**config.mk**
```make
export PLATFORM = sky130hd
export DESIGN_NAME = sar_adc_seq
export DESIGN_NICKNAME = d
export VERILOG_FILES = /design/src/rtl/sar_pkg.sv /design/src/rtl/sar_clkgen.sv /design/src/rtl/sar_engine.sv /design/src/rtl/sar_result.sv /design/src/rtl/sar_adc_seq.sv
export SDC_FILE = /design/constraint.sdc
export NUM_CORES = 1
export LEC_CHECK = 0
export BUFFER_PORTS_ARGS = -buffer_cell sky130_fd_sc_hd__buf_2
export CAP_MARGIN = 20
export CORE_MARGIN = 2
export CORE_UTILIZATION = 35
export CTS_CLUSTER_SIZE = 14
export DETAILED_ROUTE_END_ITERATION = 12
export GPL_ROUTABILITY_DRIVEN = 0
export PLACE_DENSITY = 0.63
export SLEW_MARGIN = 0
export SYNTH_ARGS = -nofsm -noshare
export SYNTH_HDL_FRONTEND = slang
export SYNTH_HIERARCHICAL = 1
export SYNTH_SLANG_ARGS = --single-unit
```
**constraint.sdc**
```tcl
create_clock -name clk_i -period 3.1 [get_ports clk_i]
set_input_delay 0.155 -clock clk_i [delete_from_list [all_inputs] [get_ports clk_i]]
set_output_delay 0.155 -clock clk_i [all_outputs]
set_load 0.005 [all_outputs]
```
**src/rtl/sar_pkg.sv**
```systemverilog
package sar_pkg;

  localparam int unsigned CH_W  = 2;
  localparam int unsigned SEL_W = 3;

  typedef enum logic [SEL_W-1:0] {
    CK_DIV2  = 3'd0,
    CK_DIV4  = 3'd1,
    CK_DIV8  = 3'd2,
    CK_DIV16 = 3'd3,
    CK_DIV32 = 3'd4,
    CK_DIV64 = 3'd5,
    CK_RC    = 3'd6,
    CK_RC2   = 3'd7
  } clk_src_e;

  typedef struct packed {
    logic [CH_W-1:0]  chan;
    logic             ref_ext;
    logic [SEL_W-1:0] clk_sel;
  } conv_cfg_t;

  function automatic logic src_is_rc(logic [SEL_W-1:0] sel);
    return sel >= SEL_W'(CK_RC);
  endfunction

endpackage

```
**src/rtl/sar_clkgen.sv**
```systemverilog
module sar_clkgen
  import sar_pkg::*;
#(
  parameter int unsigned MAX_EXP = 6
) (
  input  logic             clk_i,
  input  logic             rst_ni,
  input  logic             run_i,
  input  logic             restart_i,
  input  logic [SEL_W-1:0] sel_i,
  input  logic             rc_tick_i,
  output logic             tick_o
);
  localparam int unsigned DIV_W = MAX_EXP;

  logic [DIV_W-1:0] div_q;
  logic [DIV_W-1:0] lim;

  always_comb begin
    int unsigned shamt;
    shamt = int'(sel_i) + 1;
    if (shamt > MAX_EXP) shamt = MAX_EXP;
    lim = DIV_W'((64'd1 << shamt) - 64'd1);
  end

  assign tick_o = run_i && (src_is_rc(sel_i) ? rc_tick_i : (div_q == lim));

  always_ff @(posedge clk_i) begin
    if (!rst_ni) begin
      div_q <= '0;
    end else if (restart_i || !run_i || tick_o) begin
      div_q <= '0;
    end else begin
      div_q <= div_q + 1'b1;
    end
  end


  div_gap_chk: assert property (@(posedge clk_i) disable iff (!rst_ni)
    (tick_o && !src_is_rc(sel_i)) |=> !tick_o);

endmodule

```
**src/rtl/sar_engine.sv**
```systemverilog
module sar_engine #(
  parameter int unsigned RES_W = 10
) (
  input  logic             clk_i,
  input  logic             rst_ni,
  input  logic             launch_i,
  input  logic             abort_i,
  input  logic             tick_i,
  input  logic             cmp_i,
  output logic             busy_o,
  output logic             done_o,
  output logic [RES_W-1:0] code_o,
  output logic [RES_W-1:0] final_o
);
  localparam int unsigned PER_W = $clog2(RES_W + 1);
  localparam logic [RES_W-1:0] FIRST_TRIAL = RES_W'(1) << (RES_W - 1);

  logic             busy_q;
  logic [PER_W-1:0] per_q;
  logic [RES_W-1:0] sar_q;
  logic [RES_W-1:0] nxt;

  always_comb begin
    int bidx;
    bidx = int'(RES_W) - int'(per_q);
    nxt  = sar_q;
    for (int i = 0; i < int'(RES_W); i++) begin
      if (i == bidx && !cmp_i) nxt[i] = 1'b0;
      if (i + 1 == bidx)       nxt[i] = 1'b1;
    end
  end

  assign done_o  = busy_q && tick_i && (per_q == PER_W'(RES_W));
  assign busy_o  = busy_q;
  assign code_o  = sar_q;
  assign final_o = nxt;

  always_ff @(posedge clk_i) begin
    if (!rst_ni) begin
      busy_q <= 1'b0;
      per_q  <= '0;
      sar_q  <= '0;
    end else if (abort_i) begin
      busy_q <= 1'b0;
      per_q  <= '0;
    end else if (launch_i) begin
      busy_q <= 1'b1;
      per_q  <= '0;
      sar_q  <= '0;
    end else if (busy_q && tick_i) begin
      if (per_q == '0) begin
        sar_q <= FIRST_TRIAL;
      end else begin
        sar_q <= nxt;
      end
      per_q <= per_q + 1'b1;
      if (done_o) busy_q <= 1'b0;
    end
  end


  first_trial_chk: assert property (@(posedge clk_i) disable iff (!rst_ni)
    (busy_q && tick_i && !abort_i && per_q == '0) |=> (sar_q == FIRST_TRIAL));


  period_bound_chk: assert property (@(posedge clk_i) disable iff (!rst_ni)
    busy_q |-> (per_q <= PER_W'(RES_W)));

endmodule

```
**src/rtl/sar_result.sv**
```systemverilog
module sar_result #(
  parameter int unsigned RES_W = 10,
  parameter int unsigned REG_W = 8
) (
  input  logic             clk_i,
  input  logic             rst_ni,
  input  logic             wr_i,
  input  logic [RES_W-1:0] data_i,
  input  logic             left_i,
  output logic [REG_W-1:0] hi_o,
  output logic [REG_W-1:0] lo_o
);
  localparam int unsigned PAIR_W = 2 * REG_W;
  localparam int unsigned PAD    = PAIR_W - RES_W;

  logic [RES_W-1:0]  res_q;
  logic [PAIR_W-1:0] pair;

  always_ff @(posedge clk_i) begin
    if (!rst_ni)   res_q <= '0;
    else if (wr_i) res_q <= data_i;
  end

  always_comb begin
    if (left_i) pair = PAIR_W'(res_q) << PAD;
    else        pair = PAIR_W'(res_q);
  end

  assign hi_o = pair[PAIR_W-1:REG_W];
  assign lo_o = pair[REG_W-1:0];


  result_store_chk: assert property (@(posedge clk_i) disable iff (!rst_ni)
    wr_i |=> (res_q == $past(data_i)));


  result_hold_chk: assert property (@(posedge clk_i) disable iff (!rst_ni)
    !wr_i |=> $stable(res_q));

endmodule

```
**src/rtl/sar_adc_seq.sv**
```systemverilog
module sar_adc_seq
  import sar_pkg::*;
#(
  parameter int unsigned RES_W   = 10,
  parameter int unsigned REG_W   = 8,
  parameter int unsigned MAX_EXP = 6
) (
  input  logic             clk_i,
  input  logic             rst_ni,
  input  logic             en_i,
  input  logic             start_i,
  input  logic [1:0]       chan_sel_i,
  input  logic             ref_ext_i,
  input  logic [2:0]       clk_sel_i,
  input  logic             left_just_i,
  input  logic             rc_tick_i,
  input  logic             cmp_i,
  output logic             busy_o,
  output logic [1:0]       mux_sel_o,
  output logic             ref_sel_o,
  output logic             sh_hold_o,
  output logic [RES_W-1:0] dac_code_o,
  output logic [REG_W-1:0] res_hi_o,
  output logic [REG_W-1:0] res_lo_o
);
  conv_cfg_t        cfg_q;
  logic             busy;
  logic             launch;
  logic             abort;
  logic             tick;
  logic             done;
  logic [RES_W-1:0] final_code;

  assign launch = start_i && en_i && !busy;
  assign abort  = busy && !en_i;

  always_ff @(posedge clk_i) begin
    if (!rst_ni) begin
      cfg_q <= '0;
    end else if (launch) begin
      cfg_q.chan    <= chan_sel_i;
      cfg_q.ref_ext <= ref_ext_i;
      cfg_q.clk_sel <= clk_sel_i;
    end
  end

  sar_clkgen #(.MAX_EXP(MAX_EXP)) clkgen_i (
    .clk_i     (clk_i),
    .rst_ni    (rst_ni),
    .run_i     (busy && en_i),
    .restart_i (launch),
    .sel_i     (cfg_q.clk_sel),
    .rc_tick_i (rc_tick_i),
    .tick_o    (tick)
  );

  sar_engine #(.RES_W(RES_W)) engine_i (
    .clk_i    (clk_i),
    .rst_ni   (rst_ni),
    .launch_i (launch),
    .abort_i  (abort),
    .tick_i   (tick),
    .cmp_i    (cmp_i),
    .busy_o   (busy),
    .done_o   (done),
    .code_o   (dac_code_o),
    .final_o  (final_code)
  );

  sar_result #(.RES_W(RES_W), .REG_W(REG_W)) result_i (
    .clk_i  (clk_i),
    .rst_ni (rst_ni),
    .wr_i   (done),
    .data_i (final_code),
    .left_i (left_just_i),
    .hi_o   (res_hi_o),
    .lo_o   (res_lo_o)
  );

  assign busy_o    = busy;
  assign sh_hold_o = busy;
  assign mux_sel_o = busy ? cfg_q.chan    : chan_sel_i;
  assign ref_sel_o = busy ? cfg_q.ref_ext : ref_ext_i;


  start_no_en_chk: assert property (@(posedge clk_i) disable iff (!rst_ni)
    (!busy_o && start_i && !en_i) |=> !busy_o);


  start_accept_chk: assert property (@(posedge clk_i) disable iff (!rst_ni)
    (!busy_o && start_i && en_i) |=> busy_o);


  start_busy_chk: assert property (@(posedge clk_i) disable iff (!rst_ni)
    (busy_o && en_i && start_i && !done) |=> busy_o);


  abort_chk: assert property (@(posedge clk_i) disable iff (!rst_ni)
    (busy_o && !en_i) |=> (!busy_o && (!$stable(left_just_i) || $stable({res_hi_o, res_lo_o}))));


  mux_hold_chk: assert property (@(posedge clk_i) disable iff (!rst_ni)
    (busy_o && $past(busy_o)) |-> ($stable(mux_sel_o) && $stable(ref_sel_o)));

endmodule

```
## After elaboration in Yosys (flattened, before gate mapping)

Cells that the tools add are included.

- Register bits: 37
- Input port bits: 13
- Logic and storage cells: 93

- Add/subtract/negate cells: 5
- Magnitude comparators: 2
- Equal/unequal tests: 12
- Shift operators: 1
- Mux-type cells: 31
- Bitwise gates (word level): 2
- Reductions and logical operators: 32

Operators by type and width:

| cell | number |
|---|---|
| $eq A4 B32 Y1 const A | 4 |
| $eq A5 B32 Y1 const A | 3 |
| $eq A3 B32 Y1 const A | 2 |
| $eq A2 B32 Y1 const A | 1 |
| $gt A32 B3 Y1 const B | 1 |
| $logic_not A32 Y1 | 1 |
| $mux W32 | 1 |
| $shl A1 B32 Y6 const A | 1 |
| $mux W10 | 3 |
| $mux W1 | 25 |
| $logic_and A1 B1 Y1 | 17 |
| $mux W16 | 1 |
| $add A6 B1 Y6 const B | 1 |
| $eq A6 B6 Y1 | 1 |
| $sub A6 B1 Y6 const B | 1 |
| $sub A4 B4 Y5 const A | 1 |
| $add A3 B1 Y4 const B | 1 |
| $add A4 B1 Y4 const B | 1 |
| $eq A4 B4 Y1 const B | 1 |
| $logic_not A1 Y1 | 4 |
| $logic_not A4 Y1 | 1 |
| $reduce_and A2 Y1 | 2 |
| $reduce_bool A2 Y1 | 2 |
| $reduce_or A2 Y1 | 2 |
| other kinds (5) | 7 |

## Depth between registers and ports, before layout

Gate-level depths: netlist of run 1.

- Word-level depth: 13
- Depth in mapped cells: 13
- Mapped depth without buffers: 11

## By module

Netlist of run 1, hierarchy kept.

Modules (own cells, without submodules):

| module | times used | cells each | area each (um^2) |
|---|---|---|---|
| sar_engine | 1 | 128 | 1082.3 |
| sar_result | 1 | 49 | 531.8 |
| sar_clkgen | 1 | 53 | 466.7 |
| sar_adc_seq | 1 | 33 | 302.8 |

## Worst setup path before layout of run 1

OpenSTA, ideal clock, no wires.

- Path kind: register -> register
- Start point: register cfg_q[1] (netlist name)
- End point: register result_i.res_q[0]
- Library setup time: 0.116 ns
- Data arrival time: 2.917 ns
- Data required time: 2.984 ns
- Setup slack: 0.067 ns
- Stages on the path, launching flop included: 13
- Period minus slack after synthesis: 3.033 ns
- Path through: dfxtp_1 ha_1 o31a_1 or3_4 a2111oi_4 o21a_1 and2_1 clkbuf_1 nand3_1 inv_1 buf_6 mux2i_1 nor2b_1

- Word-level cells in the longest chain between the ends: 10
- Elaborated cells between the ends (all ways): 11
- Those cells by class: 2 x add/sub; 2 x order compare; 1 x eq/ne; 1 x shift; 2 x mux; 3 x reduce/logical

Ends and longest elaborated chain:

| what | RTL line | source |
|---|---|---|
| start: declaration | sar_adc_seq.sv:26 | `conv_cfg_t cfg_q;` |
| $add A3 B1 Y4 | sar_clkgen.sv:21 | `shamt = int'(sel_i) + 1;` |
| $gt A32 B3 Y1 | sar_clkgen.sv:22 | `if (shamt > MAX_EXP) shamt = MAX_EXP;` |
| $mux W32 | sar_clkgen.sv:22 |  |
| $shl A1 B32 Y6 | sar_clkgen.sv:23 | `lim = DIV_W'((64'd1 << shamt) - 64'd1);` |
| $sub A6 B1 Y6 | sar_clkgen.sv:23 |  |
| $eq A6 B6 Y1 | sar_clkgen.sv:26 | `assign tick_o = run_i && (src_is_rc(sel_i) ? rc_tick_i : (div_q == lim));` |
| $mux W1 (*) | sar_clkgen.sv:26 |  |
| $logic_and A1 B1 Y1 (*) | sar_clkgen.sv:26 |  |
| net tick | sar_adc_seq.sv:30 | `logic tick;` |
| $logic_and A1 B1 Y1 (*) (2 in a row) | sar_engine.sv:33 | `assign done_o = busy_q && tick_i && (per_q == PER_W'(RES_W));` |
| net done | sar_adc_seq.sv:31 | `logic done;` |
| end signal: assignment | sar_result.sv:21 | `else if (wr_i) res_q <= data_i;` |
| end: declaration | sar_result.sv:16 | `logic [RES_W-1:0] res_q;` |

The timed path passes the listed nets; every way through them passes the cells marked *.
A chain may end at the register's enable or synchronous reset.

## Final worst setup path of run 1

- Start point: register cfg_q[0] (netlist name)
- End point: register engine_i.sar_q[4] (netlist: engine_i/code_o[4])

- Word-level cells in the longest chain between the ends: 11
- Elaborated cells between the ends (all ways): 12
- Those cells by class: 2 x add/sub; 2 x order compare; 1 x eq/ne; 1 x shift; 2 x mux; 4 x reduce/logical

Ends and longest elaborated chain:

| what | RTL line | source |
|---|---|---|
| $add A3 B1 Y4 | sar_clkgen.sv:21 |  |
| $gt A32 B3 Y1 | sar_clkgen.sv:22 |  |
| $mux W32 | sar_clkgen.sv:22 |  |
| $shl A1 B32 Y6 | sar_clkgen.sv:23 |  |
| $sub A6 B1 Y6 | sar_clkgen.sv:23 |  |
| $eq A6 B6 Y1 | sar_clkgen.sv:26 |  |
| $mux W1 (*) | sar_clkgen.sv:26 |  |
| $logic_and A1 B1 Y1 (*) | sar_clkgen.sv:26 |  |
| net tick | sar_adc_seq.sv:30 |  |
| $logic_and A1 B1 Y1 (*) | sar_engine.sv:50 | `end else if (busy_q && tick_i) begin` |
| $reduce_bool A2 Y1 (no line) (*) | -- |  |
| $reduce_and A2 Y1 (no line) (*) | -- |  |
| end signal: assignment | sar_engine.sv:54 | `sar_q <= nxt;` |
| end: declaration | sar_engine.sv:20 | `logic [RES_W-1:0] sar_q;` |

Marks and branches as above.

==> out/qor_table.md, run 1 <==
| Group | Quantity | Reported |
|:---|:---|:---|
| grt | First-pass GRT wire length | 8510 um |
| synth | Cell area after synthesis | 2380 um2 |
| sta | Setup skew after layout | 0.00825 ns |
| detailed routing | Routed via count divided by cell count | 5.21 |
| power and ir drop | Largest voltage drop on the vdd net | 199 uV |
| sta | Setup repair after global routing missed its margin | false |
| detailed routing | Number of design-rule violations left by the first detailed-router iteration | 96 |
| clock network | Number of sinks handled by clock tree synthesis | 37 |
| placement | Estimated wirelength of the detail-placed design | 3860 um |
| sta | Setup TNS after final layout | 0 ns |
| power and ir drop | Net switching power of the design | 230 uW |
| detailed routing | Detailed-router iteration count before antenna repair | 4 |
| synth | Top post-synthesis cells by count | sky130_fd_sc_hd__dfxtp_1, sky130_fd_sc_hd__nand2_1, sky130_fd_sc_hd__nor2b_1, sky130_fd_sc_hd__mux2i_1, sky130_fd_sc_hd__and2_1 |
| grt | Maximum number of pins on one net before global-route repair | 28 |
| synth | Count leader, synth | sky130_fd_sc_hd__dfxtp_1 |
| clock network | Number of buffers created by CTS | 5 |
| sta | Number of setup violations in the final report | 0 |
| clock network | Post-CTS setup buffer count | 0 |
| layout | Number of nets in the layout | 326 |
| sta | Min Tclk post-route | 2.92 ns |
| worst setup path | CP endpoint kind | flip-flop |
| synth | Distinct cell type count of the synthesized netlist | 55 |
| synth | Post-synthesis sequential area ratio | 31.1% |
| synth | Async SR Flop Fraction | 0% |
| clock network | Clock-pin slew reported for the worst setup and hold paths after clock tree synthesis | 0.08 ns |
| power and ir drop | Clock share of power | 43.9% |
| layout | Signed area change from the synthesized netlist to the final layout | 16.0% |
| detailed routing | Detailed-routing wirelength on met1 | 2510 um |
| power and ir drop | Combinational group share of total power | 7.8% |
| sta | Final number of max-transition violations | 0 |
| floorplan | Width of the die | 86.5 um |
| synth | Syn Nets | 284 |
| sta | Portion of the clock cycle consumed by the worst path in the final layout | 94.2% |
| worst setup path | Critical path arrival | 3.16 ns |
| sta | Worst rel slew slack | 61.1% |
| layout | Layout cells sized above 1 | 25.2% |
| synth | Cells after Synth | 263 |
| clock network | Deepest level of the CTS H-tree | 2 |
| worst setup path | Largest fanout of any net on the critical path | 6 |
| status | Status | finished, final reports clean |
| synth | Flip-flop and latch count after synthesis | 37 |
| power and ir drop | Leak Pwr | 1.15 nW |
| floorplan | Area of the die | 7490 um2 |
| hold path | Hold crit path type | input pin to flip-flop |
| floorplan | Chip Height | 86.5 um |
| floorplan | Number of I/O pins | 44 |
| floorplan | Placeable core region | 6680 um2 |
| power and ir drop | Power density over cell area | 365 nW/um2 |
| floorplan | Initial core utilization | 35.7% |
| grt | Total global-route track usage | 14.2% |
| clock network | Number of gates given a new drive strength after cts | 0 |
| worst setup path | Required time worst endpoint | 3.34 ns |
| worst setup path | Kind of launch point of the worst setup path | flip-flop |
| detailed routing | Total wire length | 5140 um |
| detailed routing | Met2 WL | 2310 um |
| clock network | Post-CTS Hold Fix Bufs | 0 |
| grt | Residual overflow from global routing | 0 |
| clock network | Bufs on Longest Clock Path | 2 |
| clock network | Library cell used as clock root buffer | sky130_fd_sc_hd__clkbuf_8 |
| flow run | Max-capacitance violation count | 0 |
| synth | Synth Warn # | 6 |
| detailed routing | Via count | 2012 |
| clock network | Clock tree from TritonCTS | yes |
| grt | Via count of the first global-routing pass | 1778 |
| detailed routing | Remaining design rule violation count | 0 |
| clock network | Clock insertion delay at the later pin of the skew report | 0.29 ns |
| synth | Top-area cell type share of the netlist area | 31.1% |
| sta | Tightest Pin Transition | 0.583 ns |
| placement | Port Buf Inserts | 43 |
| power and ir drop | Switching Fraction | 22.8% |
| power and ir drop | Internal power | 779 uW |
| synth | Mapped Avg Cell Area | 9.06 um2 |
| detailed routing | Top routing layer used | met4 |
| power and ir drop | Final Total Pwr | 1.01 mW |
| synth | Top cell type by total area after synthesis | sky130_fd_sc_hd__dfxtp_1 |
| synth | Area contributors post-synth | sky130_fd_sc_hd__dfxtp_1, sky130_fd_sc_hd__mux2i_1, sky130_fd_sc_hd__nor2b_1, sky130_fd_sc_hd__nand2_1, sky130_fd_sc_hd__ha_1 |
| layout | Finished Core Util | 41.4% |
| grt | Antenna violations before repair | 0 |
| detailed routing | Post-route ant nets | 0 |
| worst setup path | Critical path class | flip-flop to flip-flop |
| detailed routing | Average wire per standard cell | 13.3 um |
| detailed routing | Met3 WL post-DR | 233 um |
| floorplan | Total number of placement rows | 30 |
| layout | Antenna cells | 0 |
| sta | Final hold slack | 0.107 ns |
| sta | F_max | 343 MHz |
| power and ir drop | Sequential share of power | 48.3% |
| sta | Final hold violations | 0 |
| synth | Most used flip-flop cell after synthesis | sky130_fd_sc_hd__dfxtp_1 |
| synth | Number of flops mapped to enable cells by yosys | 0 |
## path summary, 6_finish.rpt
path	from	end	slack, ns	cells after the start
worst max-delay path	cfg_q[0]	engine_i/code_o[4]	0.18	9
worst min-delay path	clk_sel_i[2]	cfg_q[2]	0.11	3
worst max register to register	cfg_q[0]	engine_i/code_o[4]	0.18	9
worst min register to register	cfg_q[3]	cfg_q[3]	0.46	2
## metrics by stage
| step | instance area, um2 | setup WS [ns] | std cells |
|---|---|---|---|
| 2_1_floorplan | 2380 | 0.0666 | 263 |
| 3_3_place_gp | 2650 | 0.258 | 378 |
| 3_5_place_dp | 2650 | 0.180 | 378 |
| 4_1_cts | 2770 | 0.178 | 386 |
| 5_1_grt | 2770 | 0.0237 | 386 |
| 6_report | 2770 | 0.181 | 386 |
## cell type report
type | instances | area, um2
clock inverter | 2 | 37.5
tap | 80 | 100
multi-input combinational | 201 | 1500
clock buffer | 6 | 82.6
fill | 692 | 3920
inverter | 9 | 33.8
sequential | 37 | 741
timing repair buffer | 51 | 275
## cells in the final DEF (no fill, tap or decap), drive strengths merged, types with 3 or more instances in the layout
cell,Yosys,layout
nand3,6,6
xor2,7,7
buf,11,51
mux2i,16,16
or3,3,3
clkbuf,5,6
o2bb2ai,3,3
nor3b,5,5
nor3,8,8
inv,9,9
ha,8,8
and3,6,6
mux2,7,7
nor2,4,4
nand2,32,32
dfxtp,37,37
a21oi,9,9
a32o,3,3
o21a,6,6
a22o,7,7
and2,10,10
nor2b,23,23
o211ai,5,5
## flip-flops by register name (all words and copies together), names as in the netlist
signal / cells
engine_i/per_q: 4
clkgen_i/div_q: 6
engine_i/busy_o: 1
cfg_q: 6
engine_i/code_o: 10
result_i/res_q: 10
## power by group through the flow
stage	sequential (mW)	clock, mW	combinational (mW)
after floorplan	0.497	0	0.0570
final	0.488	0.443	0.0784
after detailed placement	0.499	0	0.0794
after global routing	0.488	0.474	0.0874
after CTS	0.488	0.456	0.0795
after global placement	0.498	0	0.0783
## worst max-delay path, stage by stage, from the launching register on
cell	delay [ns]
sky130_fd_sc_hd__dfxtp_1	0.31
sky130_fd_sc_hd__ha_1	0.35
sky130_fd_sc_hd__o31a_1	0.31
sky130_fd_sc_hd__or3_4	0.38
sky130_fd_sc_hd__a2111oi_4	0.37
sky130_fd_sc_hd__o21a_1	0.18
sky130_fd_sc_hd__nand2_1	0.15
sky130_fd_sc_hd__or3_4	0.45
sky130_fd_sc_hd__a211o_1	0.29
sky130_fd_sc_hd__nand3_2	0.07
## cells by family after synthesis
family	after synthesis	share of synthesized area (%)
xor+xnor	9	3.31
simple gates	111	27.4
flops	37	31.1
compound gates	50	17.2
buf+inv	25	6.19
mux	23	10.7
fa+ha+maj	8	4.20
## layer usage
metal | vias to the layer above | track usage [%]
met2 | 47 | 22.2
met3 | 7 | 2.86
met1 | 932 | 19.5
met4 | 0 | 4.83
met5 | - | 0
li1 | 1026 | -
(Power assumes the default switching activity.)
==> run 2, diff against run 1 <==
PLACE_DENSITY = 0.64   (was 0.63)
SYNTH_HIERARCHICAL = default   (was 1)
==> run 2 against run 1 <==
The run now ends with design-rule violations left. Die area decreased by 1.8%. Power is 2.0% lower. Global-route usage is 0.053 points lower. Utilization is 0.52 points higher. Synthesized area is 1.8% lower. Critical endpoint is now engine_i.code_o[0]. Largest cell class unchanged.
==> out/qor_table.md, run 2 <==
| Group | Quantity | Reported | Delta |
|:---|:---|:---|:---|
| status | Status | finished, violations left |  |
| status | Violations in the final reports | design-rule violations |  |
| worst setup path | Kind of launch point of the worst setup path | flip-flop |  |
| synth | Synth Warn # | 0 | -6 |
| clock network | Post-CTS setup buffer count | 0 | unchanged |
| clock network | Number of sinks handled by clock tree synthesis | 37 | unchanged |
| sta | Final hold violations | 0 | unchanged |
| placement | Placement Cell Area | 2580 um2 | -2.6% |
| detailed routing | Via count | 1976 | -1.8% |
| clock network | Clock insertion delay at the later pin of the skew report | 0.30 ns | about the same |
| floorplan | Area of the die | 7350 um2 | -1.8% |
| detailed routing | Total wire length | 4890 um | -4.8% |
| clock network | Bufs on Longest Clock Path | 2 | unchanged |
| synth | Cell area after synthesis | 2340 um2 | -1.8% |
| floorplan | Chip Height | 85.8 um | -0.88% |
| sta | Min Tclk post-route | 2.67 ns | -0.250 ns |
| layout | Most common cell after layout, fill and taps aside | sky130_fd_sc_hd__nand2_1 |  |
| detailed routing | Remaining design rule violation count | 6 | +6 |
| floorplan | Width of the die | 85.8 um | -0.88% |
| layout | Multi-input combinational cell area | 1480 um2 | -0.84% |
| grt | Total global-route track usage | 14.1% | -0.053 points |
| sta | Portion of the clock cycle consumed by the worst path in the final layout | 86.1% | -8.0 points |
| worst setup path | Cells traversed along the worst timing path | ha_1 > o311ai_1 > o311ai_4 > nand2_2 > o31a_1 > mux2i_1 |  |
| layout | Finished Core Util | 41.9% | +0.52 points |
| grt | Antenna violations before repair | 0 | unchanged |
| power and ir drop | Largest voltage drop on the vdd net | 160 uV | -20% |
| synth | Cells after Synth | 278 | +5.7% |
| synth | Syn Nets | 299 | +5.3% |
| clock network | Deepest level of the CTS H-tree | 2 | unchanged |
| floorplan | Number of I/O pins | 44 | unchanged |
| detailed routing | Post-route ant nets | 0 | unchanged |
| synth | Mapped Avg Cell Area | 8.42 um2 | -7.1% |
| sta | Final worst-path setup slack | 0.431 ns | +0.250 ns |
| detailed routing | Average wire per standard cell | 12.5 um | -5.7% |
| sta | Number of setup violations in the final report | 0 | unchanged |
| synth | Top-area cell type share of the netlist area | 31.7% | +0.58 points |
| sta | Final number of max-transition violations | 0 | unchanged |
| grt | First-pass GRT wire length | 8470 um | -0.48% |
| flow run | Max-capacitance violation count | 0 | unchanged |
| worst setup path | Critical Path Max Stage Delay | 0.64 ns | +0.19 ns |
| grt | Maximum number of pins on one net before global-route repair | 31 | +11% |
| clock network | Clock-pin slew reported for the worst setup and hold paths after clock tree synthesis | 0.08 ns | about the same |
| synth | Most used flip-flop cell after synthesis | sky130_fd_sc_hd__dfxtp_1 |  |
| detailed routing | Routed via count divided by cell count | 5.07 | -2.8% |
| synth | Top post-synthesis cells by count | sky130_fd_sc_hd__nand2_1, sky130_fd_sc_hd__dfxtp_1, sky130_fd_sc_hd__mux2i_1, sky130_fd_sc_hd__nor2b_1, sky130_fd_sc_hd__nor2_1 |  |
| worst setup path | Critical path arrival | 2.89 ns | -0.27 ns |
| sta | F_max | 375 MHz | +9.3% |
| layout | Layout Cells excl Fill | 390 | +1.0% |
| worst setup path | Largest fanout of any net on the critical path | 12 | +6 |
| synth | Post-synthesis sequential area ratio | 31.7% | +0.58 points |
| synth | Flip-flop and latch count after synthesis | 37 | unchanged |
| synth | Area contributors post-synth | sky130_fd_sc_hd__dfxtp_1, sky130_fd_sc_hd__mux2i_1, sky130_fd_sc_hd__nand2_1, sky130_fd_sc_hd__ha_1, sky130_fd_sc_hd__nor2b_1 |  |
| layout | Commonest cells after routing, fill and taps aside | sky130_fd_sc_hd__nand2_1, sky130_fd_sc_hd__buf_2, sky130_fd_sc_hd__dfxtp_1 |  |
| worst setup path | Required time worst endpoint | 3.33 ns | about the same |
| sta | Setup skew after layout | 0.00602 ns | -0.00223 ns |
| sta | Worst rel slew slack | 46.2% | -15 points |
| clock network | Post-CTS Hold Fix Bufs | 0 | unchanged |
| placement | Worst slack at placement | 0.381 ns | +0.201 ns |
| synth | Async SR Flop Fraction | 0% | unchanged |
| layout | Final non-filler cell area | 2690 um2 | -2.7% |
| sta | Setup repair after global routing missed its margin | false |  |
| power and ir drop | Power density over cell area | 368 nW/um2 | +0.74% |
| power and ir drop | Leak Pwr | 1.26 nW | +9.0% |
| layout | Antenna cells | 0 | unchanged |
| placement | Port Buf Inserts | 43 | unchanged |
| clock network | Library cell used as clock root buffer | sky130_fd_sc_hd__clkbuf_8 |  |
| grt | Via count of the first global-routing pass | 1825 | +2.6% |
| clock network | Clock tree from TritonCTS | yes |  |
| synth | Top cell type by total area after synthesis | sky130_fd_sc_hd__dfxtp_1 |  |
| synth | Count leader, synth | sky130_fd_sc_hd__nand2_1 |  |
| hold path | Hold crit path type | input pin to flip-flop |  |
| worst setup path | Library cell contributing the largest single delay on the critical path | sky130_fd_sc_hd__o31a_1 |  |
| worst setup path | CP endpoint kind | flip-flop |  |
| sta | Tightest Pin Transition | 0.799 ns | +0.216 ns |
| layout | Number of nets in the layout | 333 | +2.1% |
| power and ir drop | Final Total Pwr | 990 uW | -2.0% |
| detailed routing | Detailed-router iteration count before antenna repair | 12 | +8 |
| grt | Residual overflow from global routing | 0 | unchanged |
| placement | Estimated wirelength of the detail-placed design | 3630 um | -6.0% |
| synth | Distinct cell type count of the synthesized netlist | 46 | -16% |
| worst setup path | Critical path class | flip-flop to flip-flop |  |
| clock network | Number of gates given a new drive strength after cts | 0 | unchanged |
| layout | Combined flip-flop and latch cell area | 741 um2 | unchanged |
| sta | Setup TNS after final layout | 0 ns | unchanged |
| layout | Layout cells sized above 1 | 20.8% | -4.4 points |
| synth | Number of flops mapped to enable cells by yosys | 0 | unchanged |
| sta | Final hold slack | 0.114 ns | +0.00625 ns |
| floorplan | Initial core utilization | 36.4% | +0.76 points |
| detailed routing | Number of design-rule violations left by the first detailed-router iteration | 91 | -5.2% |
| floorplan | Placeable core region | 6420 um2 | -3.9% |
| layout | # fillers | 652 | -5.8% |
| layout | Signed area change from the synthesized netlist to the final layout | 15.0% |  |
| placement | Post-placement cell count | 382 | +1.1% |
| floorplan | Total number of placement rows | 29 | -3.3% |
| clock network | Number of buffers created by CTS | 5 | unchanged |
[run 2: changes by cell type in the layout (fill, tap and decap cells not counted), moves of 5 or more]
cell | before | now
sky130_fd_sc_hd__nor2_1 | 4 | 14
sky130_fd_sc_hd__buf_4 | 8 | 1
sky130_fd_sc_hd__mux2i_1 | 16 | 31
sky130_fd_sc_hd__o21a_1 | 6 | 0
sky130_fd_sc_hd__nor2b_1 | 23 | 15
sky130_fd_sc_hd__nor3_1 | 7 | 1
sky130_fd_sc_hd__nand2_1 | 32 | 53
sky130_fd_sc_hd__nand3b_1 | 0 | 5
sky130_fd_sc_hd__nand2b_1 | 2 | 9
[run 2: layout make-up]
cell class	count	area share [%]
Multi-Input combinational cell	215	55.1
Clock buffer	5	2.56
Inverter	9	1.26
Clock inverter	3	1.72
Tap cell	77	3.58
Sequential cell	37	27.5
Timing Repair Buffer	44	8.28
[run 2: power breakdown]
group	internal, mW	switching [mW]	leakage, nW
registers	0.480	0.00834	0.299
logic	0.0335	0.0422	0.906
clock network	0.241	0.185	0.0543
[run 2: final timing paths]
kind,start,end,slack (ns),cells past startpoint
max,cfg_q[1],engine_i.code_o[0],0.43,6
min,clk_sel_i[2],cfg_q[2],0.11,3
max reg2reg,cfg_q[1],engine_i.code_o[0],0.43,6
min reg2reg,result_i.res_q[5],result_i.res_q[5],0.47,2
[run 2: critical path, delay by kind of cell (launching register included)]
kind,cells,cell delay (ns)
and+or+nand+nor,1,0.12
DFF,1,0.55
muxes,1,0.26
adders and majority gates,1,0.40
AOI/OAI and AO/OA,3,1.26
[run 2: layer usage]
metal  global-route usage (%)  wire length [um]  vias to the layer above
li1                         -                 -                     1021
met5                        0                 0                        -
met4                     3.90                64                        0
met2                     22.4              2160                       49
met3                     3.27               224                        5
met1                     19.3              2450                      901
[run 2: cell families after synthesis]
group	Yosys count	synth area share, %
buf+inv	26	4.97
simple gates	121	25.8
mux	38	16.6
compound gates	38	12.8
xor+xnor	9	3.37
flops	37	31.7
fa+ha+maj	9	4.76
